File: config.mk
export PLATFORM = sky130hd
export DESIGN_NAME = cfg_prom_emu
export DESIGN_NICKNAME = d
export VERILOG_FILES = /design/src/rtl/cfg_prom_pkg.sv /design/src/rtl/cfg_prom_sync.sv /design/src/rtl/cfg_prom_table.sv /design/src/rtl/cfg_prom_presence.sv /design/src/rtl/cfg_prom_seq.sv /design/src/rtl/cfg_prom_emu.sv
export SDC_FILE = /design/constraint.sdc
export NUM_CORES = 1
export LEC_CHECK = 0
export BUFFER_PORTS_ARGS = -buffer_cell sky130_fd_sc_hd__buf_2
export CORE_MARGIN = 1.5
export CORE_UTILIZATION = 40
export CTS_CLUSTER_DIAMETER = 60
export DETAILED_ROUTE_END_ITERATION = 10
export GPL_TIMING_DRIVEN = 1
export HOLD_SLACK_MARGIN = 0.06
export MAX_ROUTING_LAYER = met4
export PLACE_DENSITY_LB_ADDON = 0.25
export RECOVER_POWER = 25
export SLEW_MARGIN = 20
export SYNTH_ARGS = -nofsm -noshare
export SYNTH_HDL_FRONTEND = slang
export SYNTH_HIERARCHICAL = 1
export SYNTH_SLANG_ARGS = --single-unit
File: constraint.sdc
create_clock -name clk -period 3.3 [get_ports clk]
set_clock_uncertainty 0.2 [all_clocks]
set_input_delay 0.495 -clock clk [delete_from_list [all_inputs] [get_ports clk]]
set_output_delay 0.495 -clock clk [all_outputs]
set_load 0.01 [all_outputs]
File: src/rtl/cfg_prom_pkg.sv
package cfg_prom_pkg;
  localparam int BYTE_W = 8;
  typedef logic [BYTE_W-1:0] cfg_byte_t;

  // Table rule: one distinguished byte, the rest filled.
  function automatic cfg_byte_t table_byte(input int idx, input int sel_idx,
                                           input cfg_byte_t sel_val,
                                           input cfg_byte_t fill_val);
    return (idx == sel_idx) ? sel_val : fill_val;
  endfunction
endpackage

File: src/rtl/cfg_prom_sync.sv
module cfg_prom_sync #(
  parameter int STAGES = 2
) (
  input  logic clk,
  input  logic rst,
  input  logic async_in,
  output logic rise,
  output logic fall
);
  logic [STAGES-1:0] chain_q;
  logic              last_q;

  always_ff @(posedge clk) begin
    if (rst) begin
      chain_q <= '0;
      last_q  <= 1'b0;
    end else begin
      chain_q <= {chain_q[STAGES-2:0], async_in};
      last_q  <= chain_q[STAGES-1];
    end
  end

  assign rise = chain_q[STAGES-1] & ~last_q;
  assign fall = ~chain_q[STAGES-1] & last_q;
endmodule

File: src/rtl/cfg_prom_table.sv
module cfg_prom_table
  import cfg_prom_pkg::*;
#(
  parameter int        NUM_BYTES = 18,
  parameter int        SEL_IDX   = 3,
  parameter cfg_byte_t SEL_VAL   = 8'h30,
  parameter cfg_byte_t FILL_VAL  = 8'hFF,
  localparam int       WORDS     = NUM_BYTES / 2,
  localparam int       WIDX_W    = (WORDS > 1) ? $clog2(WORDS) : 1
) (
  input  logic                clk,
  input  logic [WIDX_W-1:0]   widx,
  output logic [2*BYTE_W-1:0] word_q
);
  cfg_byte_t rom [NUM_BYTES];

  for (genvar g = 0; g < NUM_BYTES; g++) begin : g_rom
    assign rom[g] = table_byte(g, SEL_IDX, SEL_VAL, FILL_VAL);
  end

  logic [WIDX_W:0] addr_even;
  logic [WIDX_W:0] addr_odd;
  assign addr_even = {widx, 1'b0};
  assign addr_odd  = {widx, 1'b1};

  // Registered read; the index is stable long before the first data bit.
  always_ff @(posedge clk) begin
    word_q <= {rom[addr_even], rom[addr_odd]};
  end
endmodule

File: src/rtl/cfg_prom_presence.sv
module cfg_prom_presence #(
  parameter int TO_W = 16
) (
  input  logic clk,
  input  logic rst,
  input  logic start,
  input  logic edge_seen,
  output logic present,
  output logic absent
);
  logic            run_q;
  logic [TO_W-1:0] cnt_q;

  always_ff @(posedge clk) begin
    if (rst) begin
      run_q   <= 1'b0;
      cnt_q   <= '0;
      present <= 1'b0;
      absent  <= 1'b0;
    end else if (start) begin
      run_q   <= 1'b1;
      cnt_q   <= '0;
      present <= 1'b0;
      absent  <= 1'b0;
    end else if (run_q) begin
      if (edge_seen) begin
        present <= 1'b1;
        run_q   <= 1'b0;
      end else if (&cnt_q) begin
        absent  <= 1'b1;
        run_q   <= 1'b0;
      end else begin
        cnt_q   <= cnt_q + 1'b1;
      end
    end
  end
endmodule

File: src/rtl/cfg_prom_seq.sv
module cfg_prom_seq #(
  parameter int  PRE_CYCLES  = 11,
  parameter int  DATA_BITS   = 16,
  parameter int  POST_CYCLES = 5,
  parameter int  WORDS       = 9,
  localparam int FRAME       = PRE_CYCLES + DATA_BITS + POST_CYCLES,
  localparam int FPOS_W      = $clog2(FRAME),
  localparam int WIDX_W      = (WORDS > 1) ? $clog2(WORDS) : 1
) (
  input  logic                 clk,
  input  logic                 rst,
  input  logic                 start,
  input  logic                 sk_rise,
  input  logic                 sk_fall,
  input  logic [DATA_BITS-1:0] word_q,
  output logic [WIDX_W-1:0]    widx,
  output logic [FPOS_W-1:0]    fpos,
  output logic                 do_out,
  output logic                 emu_sel,
  output logic                 done
);
  localparam logic [FPOS_W-1:0] POS_LOAD  = FPOS_W'(PRE_CYCLES - 1);
  localparam logic [FPOS_W-1:0] POS_D0    = FPOS_W'(PRE_CYCLES);
  localparam logic [FPOS_W-1:0] POS_DEND  = FPOS_W'(PRE_CYCLES + DATA_BITS);
  localparam logic [FPOS_W-1:0] POS_LAST  = FPOS_W'(FRAME - 1);
  localparam logic [WIDX_W-1:0] WIDX_LAST = WIDX_W'(WORDS - 1);

  logic [DATA_BITS-1:0] sh_q;
  logic                 in_data;

  assign in_data = (fpos >= POS_D0) && (fpos < POS_DEND);

  always_ff @(posedge clk) begin
    if (rst) begin
      emu_sel <= 1'b0;
      do_out  <= 1'b0;
      done    <= 1'b0;
      fpos    <= '0;
      widx    <= '0;
      sh_q    <= '0;
    end else begin
      done <= 1'b0;
      if (start) begin
        emu_sel <= 1'b1;
        do_out  <= 1'b0;
        fpos    <= '0;
        widx    <= '0;
      end else if (emu_sel) begin
        if (sk_rise && in_data) begin
          do_out <= sh_q[DATA_BITS-1];
        end
        if (sk_fall) begin
          do_out <= 1'b0;
          if (fpos == POS_LOAD) begin
            sh_q <= word_q;
          end else if (in_data) begin
            sh_q <= {sh_q[DATA_BITS-2:0], 1'b0};
          end
          if (fpos == POS_LAST) begin
            fpos <= '0;
            if (widx == WIDX_LAST) begin
              emu_sel <= 1'b0;
              done    <= 1'b1;
            end else begin
              widx <= widx + 1'b1;
            end
          end else begin
            fpos <= fpos + 1'b1;
          end
        end
      end
    end
  end
endmodule

File: src/rtl/cfg_prom_emu.sv
module cfg_prom_emu
  import cfg_prom_pkg::*;
#(
  parameter int        SYNC_STAGES = 2,
  parameter int        PRE_CYCLES  = 11,
  parameter int        POST_CYCLES = 5,
  parameter int        NUM_BYTES   = 18,
  parameter int        SEL_IDX     = 3,
  parameter cfg_byte_t SEL_VAL     = 8'h30,
  parameter cfg_byte_t FILL_VAL    = 8'hFF,
  parameter int        TO_W        = 16,
  localparam int       DATA_BITS   = 2 * BYTE_W,
  localparam int       WORDS       = NUM_BYTES / 2,
  localparam int       FRAME       = PRE_CYCLES + DATA_BITS + POST_CYCLES,
  localparam int       FPOS_W      = $clog2(FRAME),
  localparam int       WIDX_W      = (WORDS > 1) ? $clog2(WORDS) : 1
) (
  input  logic clk,
  input  logic rst,
  input  logic start,
  input  logic sk_in,
  output logic do_out,
  output logic emu_sel,
  output logic done,
  output logic present,
  output logic absent
);
  logic                 sk_rise;
  logic                 sk_fall;
  logic [WIDX_W-1:0]    widx;
  logic [FPOS_W-1:0]    fpos;
  logic [DATA_BITS-1:0] word_q;

  cfg_prom_sync #(.STAGES(SYNC_STAGES)) u_sync (
    .clk      (clk),
    .rst      (rst),
    .async_in (sk_in),
    .rise     (sk_rise),
    .fall     (sk_fall)
  );

  cfg_prom_table #(
    .NUM_BYTES (NUM_BYTES),
    .SEL_IDX   (SEL_IDX),
    .SEL_VAL   (SEL_VAL),
    .FILL_VAL  (FILL_VAL)
  ) u_table (
    .clk    (clk),
    .widx   (widx),
    .word_q (word_q)
  );

  cfg_prom_seq #(
    .PRE_CYCLES  (PRE_CYCLES),
    .DATA_BITS   (DATA_BITS),
    .POST_CYCLES (POST_CYCLES),
    .WORDS       (WORDS)
  ) u_seq (
    .clk     (clk),
    .rst     (rst),
    .start   (start),
    .sk_rise (sk_rise),
    .sk_fall (sk_fall),
    .word_q  (word_q),
    .widx    (widx),
    .fpos    (fpos),
    .do_out  (do_out),
    .emu_sel (emu_sel),
    .done    (done)
  );

  cfg_prom_presence #(.TO_W(TO_W)) u_presence (
    .clk       (clk),
    .rst       (rst),
    .start     (start),
    .edge_seen (sk_rise | sk_fall),
    .present   (present),
    .absent    (absent)
  );
endmodule

==> flow_metrics.tcl <==
set metrics [dict create \
    cts_buffers 5 \
    finalWorstSetupSlack_ns 0.663 \
    ff_latch_area_um2 1020 \
    swShare 0.200 \
    die-height_um 85.7 \
    path_clk_slew_ns 0.09 \
    cp-end-kind "flip-flop" \
    ys_seq_elements 51 \
    antenna_found_initial 0 \
    cts-root-buf "clkbuf_8" \
    finalSetupTns_ns 0 \
    grt-ovfl-total 0 \
    syn-cell-area_um2 2740 \
    peakVddDrop_mv 0.190 \
    dp_slack_ns 0.933 \
    holdCritPathClass "in2reg" \
    synth_cells 302 \
    globalplace.congestion 0.756 \
    powerDensity_nw_per_um2 411 \
    ys_warn_count 6 \
    yosysSeqAreaShare 0.373 \
    yosysUniqueCellTypes 58 \
    cts_setup_buffers 0 \
    coreArea_um2 6490 \
    clock_path_buffers 2 \
    drt-wirelength-per-cell_um 13.2 \
    period_minus_slack_ns 2.64 \
    power_w 0.00116 \
    ctsHoldBuffers 0 \
    cp_data_required_time_ns 3.30 \
    worst_path_largest_cell_delay_ns 0.95 \
    nFillCells 645 \
    drc 0 \
    layout-area-overhead-vs-synth_pct 3.29 \
    clock_sinks 51 \
    wl_um 4960 \
    cp_slowest_cell "clkbuf_1" \
    relSlewSlack 0.105 \
    cp-start-kind "primary input" \
    rsz0062_at_grt "no" \
    crit_chain "clkbuf_1 > or2_0 > nor2_1 > a41o_1" \
    synth_edf_count 0 \
    track_usage 0.150 \
    grt_max_degree 27 \
    synth_top_area_frac 0.373 \
    rows 29 \
    clock_latency_ns 0.30 \
    drt_iter0_drc 138 \
    cp_max_fo 26 \
    die_width_um 85.7 \
    period_share 0.799 \
    cts_max_level 2 \
    io_buffers 8 \
    post-synth-top-count-cell "dfxtp_1" \
    vias_per_cell 5.54 \
    timing.fmax_mhz 379 \
    drtPass1Iterations 4 \
    max_cap_violations 0 \
    worstSetupPathType "in2reg" \
    synth_top_area_cell "dfxtp_1" \
    status "finished, final reports clean" \
    slew_violations 0 \
    crit_arrival_ns 2.64 \
    start_util 0.422 \
    seq_power_share 0.536 \
    synthTopCellsByCount "dfxtp_1 (51), nor2_1 (32), a21oi_1 (21), inv_1 (21), buf_4 (17)" \
    synth_area_leaders "dfxtp_1 (37%), a221oi_2 (5.5%), o2bb2ai_1 (4.8%)" \
    ios 9 \
    internal_power_w 0.000931 \
    synthFlopType "dfxtp_1" \
    cts_tree "done" \
    insertedDiodeCount 0 \
    hpwl_um 3240 \
    synthArstFlopShare 0 \
    nets 307 \
    hold_viol 0 \
    finalSetupViolations 0 \
    vias 2078 \
    netSwitchingPower_w 0.000232 \
    syn_area_per_cell_um2 9.07 \
    final_core_util 0.436 \
    cts_resized 0 \
    drive_gt1_frac 0.107 \
    multi_input_area_um2 1470 \
    tightest_slew_ns 1.34 \
    grt_pass1_vias 1910 \
    clkPwrFrac 0.436 \
    ant_nets 0 \
    die_area_um2 7350 \
    p_leak_nw 0.925 \
    grt_pass1_wl_um 8820 \
    p_comb_frac 0.028 \
]
registers in the layout, summed over array words and instances, names as in the netlist, 2 cells and up:
register	count
u_presence/cnt_q	16
u_seq/fpos	5
u_seq/sh_q	16
u_seq/widx	4
u_sync/chain_q	2
power groups by stage:
stage               clock network (W)  registers [W]  logic [W]
floorplan                           0       0.000637  0.0000320
global placement                    0       0.000637  0.0000336
CTS                          0.000523       0.000623  0.0000339
finish                       0.000507       0.000623  0.0000328
global route                 0.000544       0.000624  0.0000371
detailed placement                  0       0.000637  0.0000338
metal layers:
metal,global-route usage,vias up,routed length [um]
met4,0.0440,0,52
met3,0.0260,5,131
li1,-,1075,-
met2,0.230,29,2240
met5,-,-,0
met1,0.204,969,2540
path summary, 6_finish.rpt:
check | from | endpoint | slack (ns) | cells past startpoint
worst max-delay path | rst | u_presence/cnt_q[9] | 0.66 | 4
worst min register to register | u_sync/chain_q[0] | u_sync/chain_q[1] | 0.25 | 1
worst min-delay path | sk_in | u_sync/chain_q[0] | 0.21 | 2
worst max register to register | u_sync/last_q | u_seq/sh_q[4] | 0.92 | 5
stage by stage:
| step | std cells | hold slack [ns] | area [um2] |
|---|---|---|---|
| 2_1_floorplan | 311 | 0.214 | 2770 |
| 3_3_place_gp | 367 | 0.225 | 2700 |
| 3_5_place_dp | 367 | 0.235 | 2700 |
| 4_1_cts | 375 | 0.199 | 2840 |
| 5_1_grt | 375 | 0.195 | 2830 |
| 6_report | 375 | 0.209 | 2830 |
layout by cell type (no fill, tap or decap), types with 2 or more instances in the layout:
| master | instances |
|---|---|
| and4b_1 | 2 |
| and4_1 | 3 |
| a221oi_1 | 5 |
| dfxtp_1 | 51 |
| nand4b_1 | 2 |
| nor3_1 | 3 |
| conb_1 | 10 |
| o21ai_0 | 10 |
| nand3_1 | 11 |
| a41oi_1 | 2 |
| ha_1 | 6 |
| clkbuf_8 | 5 |
| o41ai_1 | 2 |
| nor2_1 | 32 |
| buf_2 | 2 |
| nand4_1 | 6 |
| and3_1 | 6 |
| or2_0 | 3 |
| or3_1 | 5 |
| nand3b_1 | 2 |
| nand2b_1 | 5 |
| bufinv_16 | 2 |
| o2bb2ai_1 | 15 |
| clkbuf_1 | 7 |
| a221oi_2 | 10 |
| mux2i_1 | 3 |
| or3_2 | 3 |
| nand2_1 | 9 |
| xor2_1 | 2 |
| o311ai_0 | 2 |
| inv_1 | 21 |
| nor2b_1 | 6 |
| a21oi_1 | 21 |
final cells by class:
class                   instances  share of cell area
clock buffers                   6              0.0257
clock inverters                 2              0.0212
inverters                      21              0.0279
multi-input cells             210               0.519
flip-flops and latches         51               0.361
well taps                      77              0.0341
repair buffers                  8              0.0115
cells by family after synthesis:
family          after synthesis  share of synthesized area
simple gates                110                      0.233
compound gates               78                      0.241
flops                        51                      0.373
buf+inv                      50                      0.104
fa+ha+maj                     6                     0.0274
xor+xnor                      3                    0.00960
mux                           3                     0.0110
other cells                   1                    0.00137
worst max-delay path, delay by kind of cell:
family          cells  cell delay (ns)
buf+inv             1             0.95
simple gates        2             0.91
compound gates      1             0.27
Note: power is estimated with default switching activity, not from simulation.
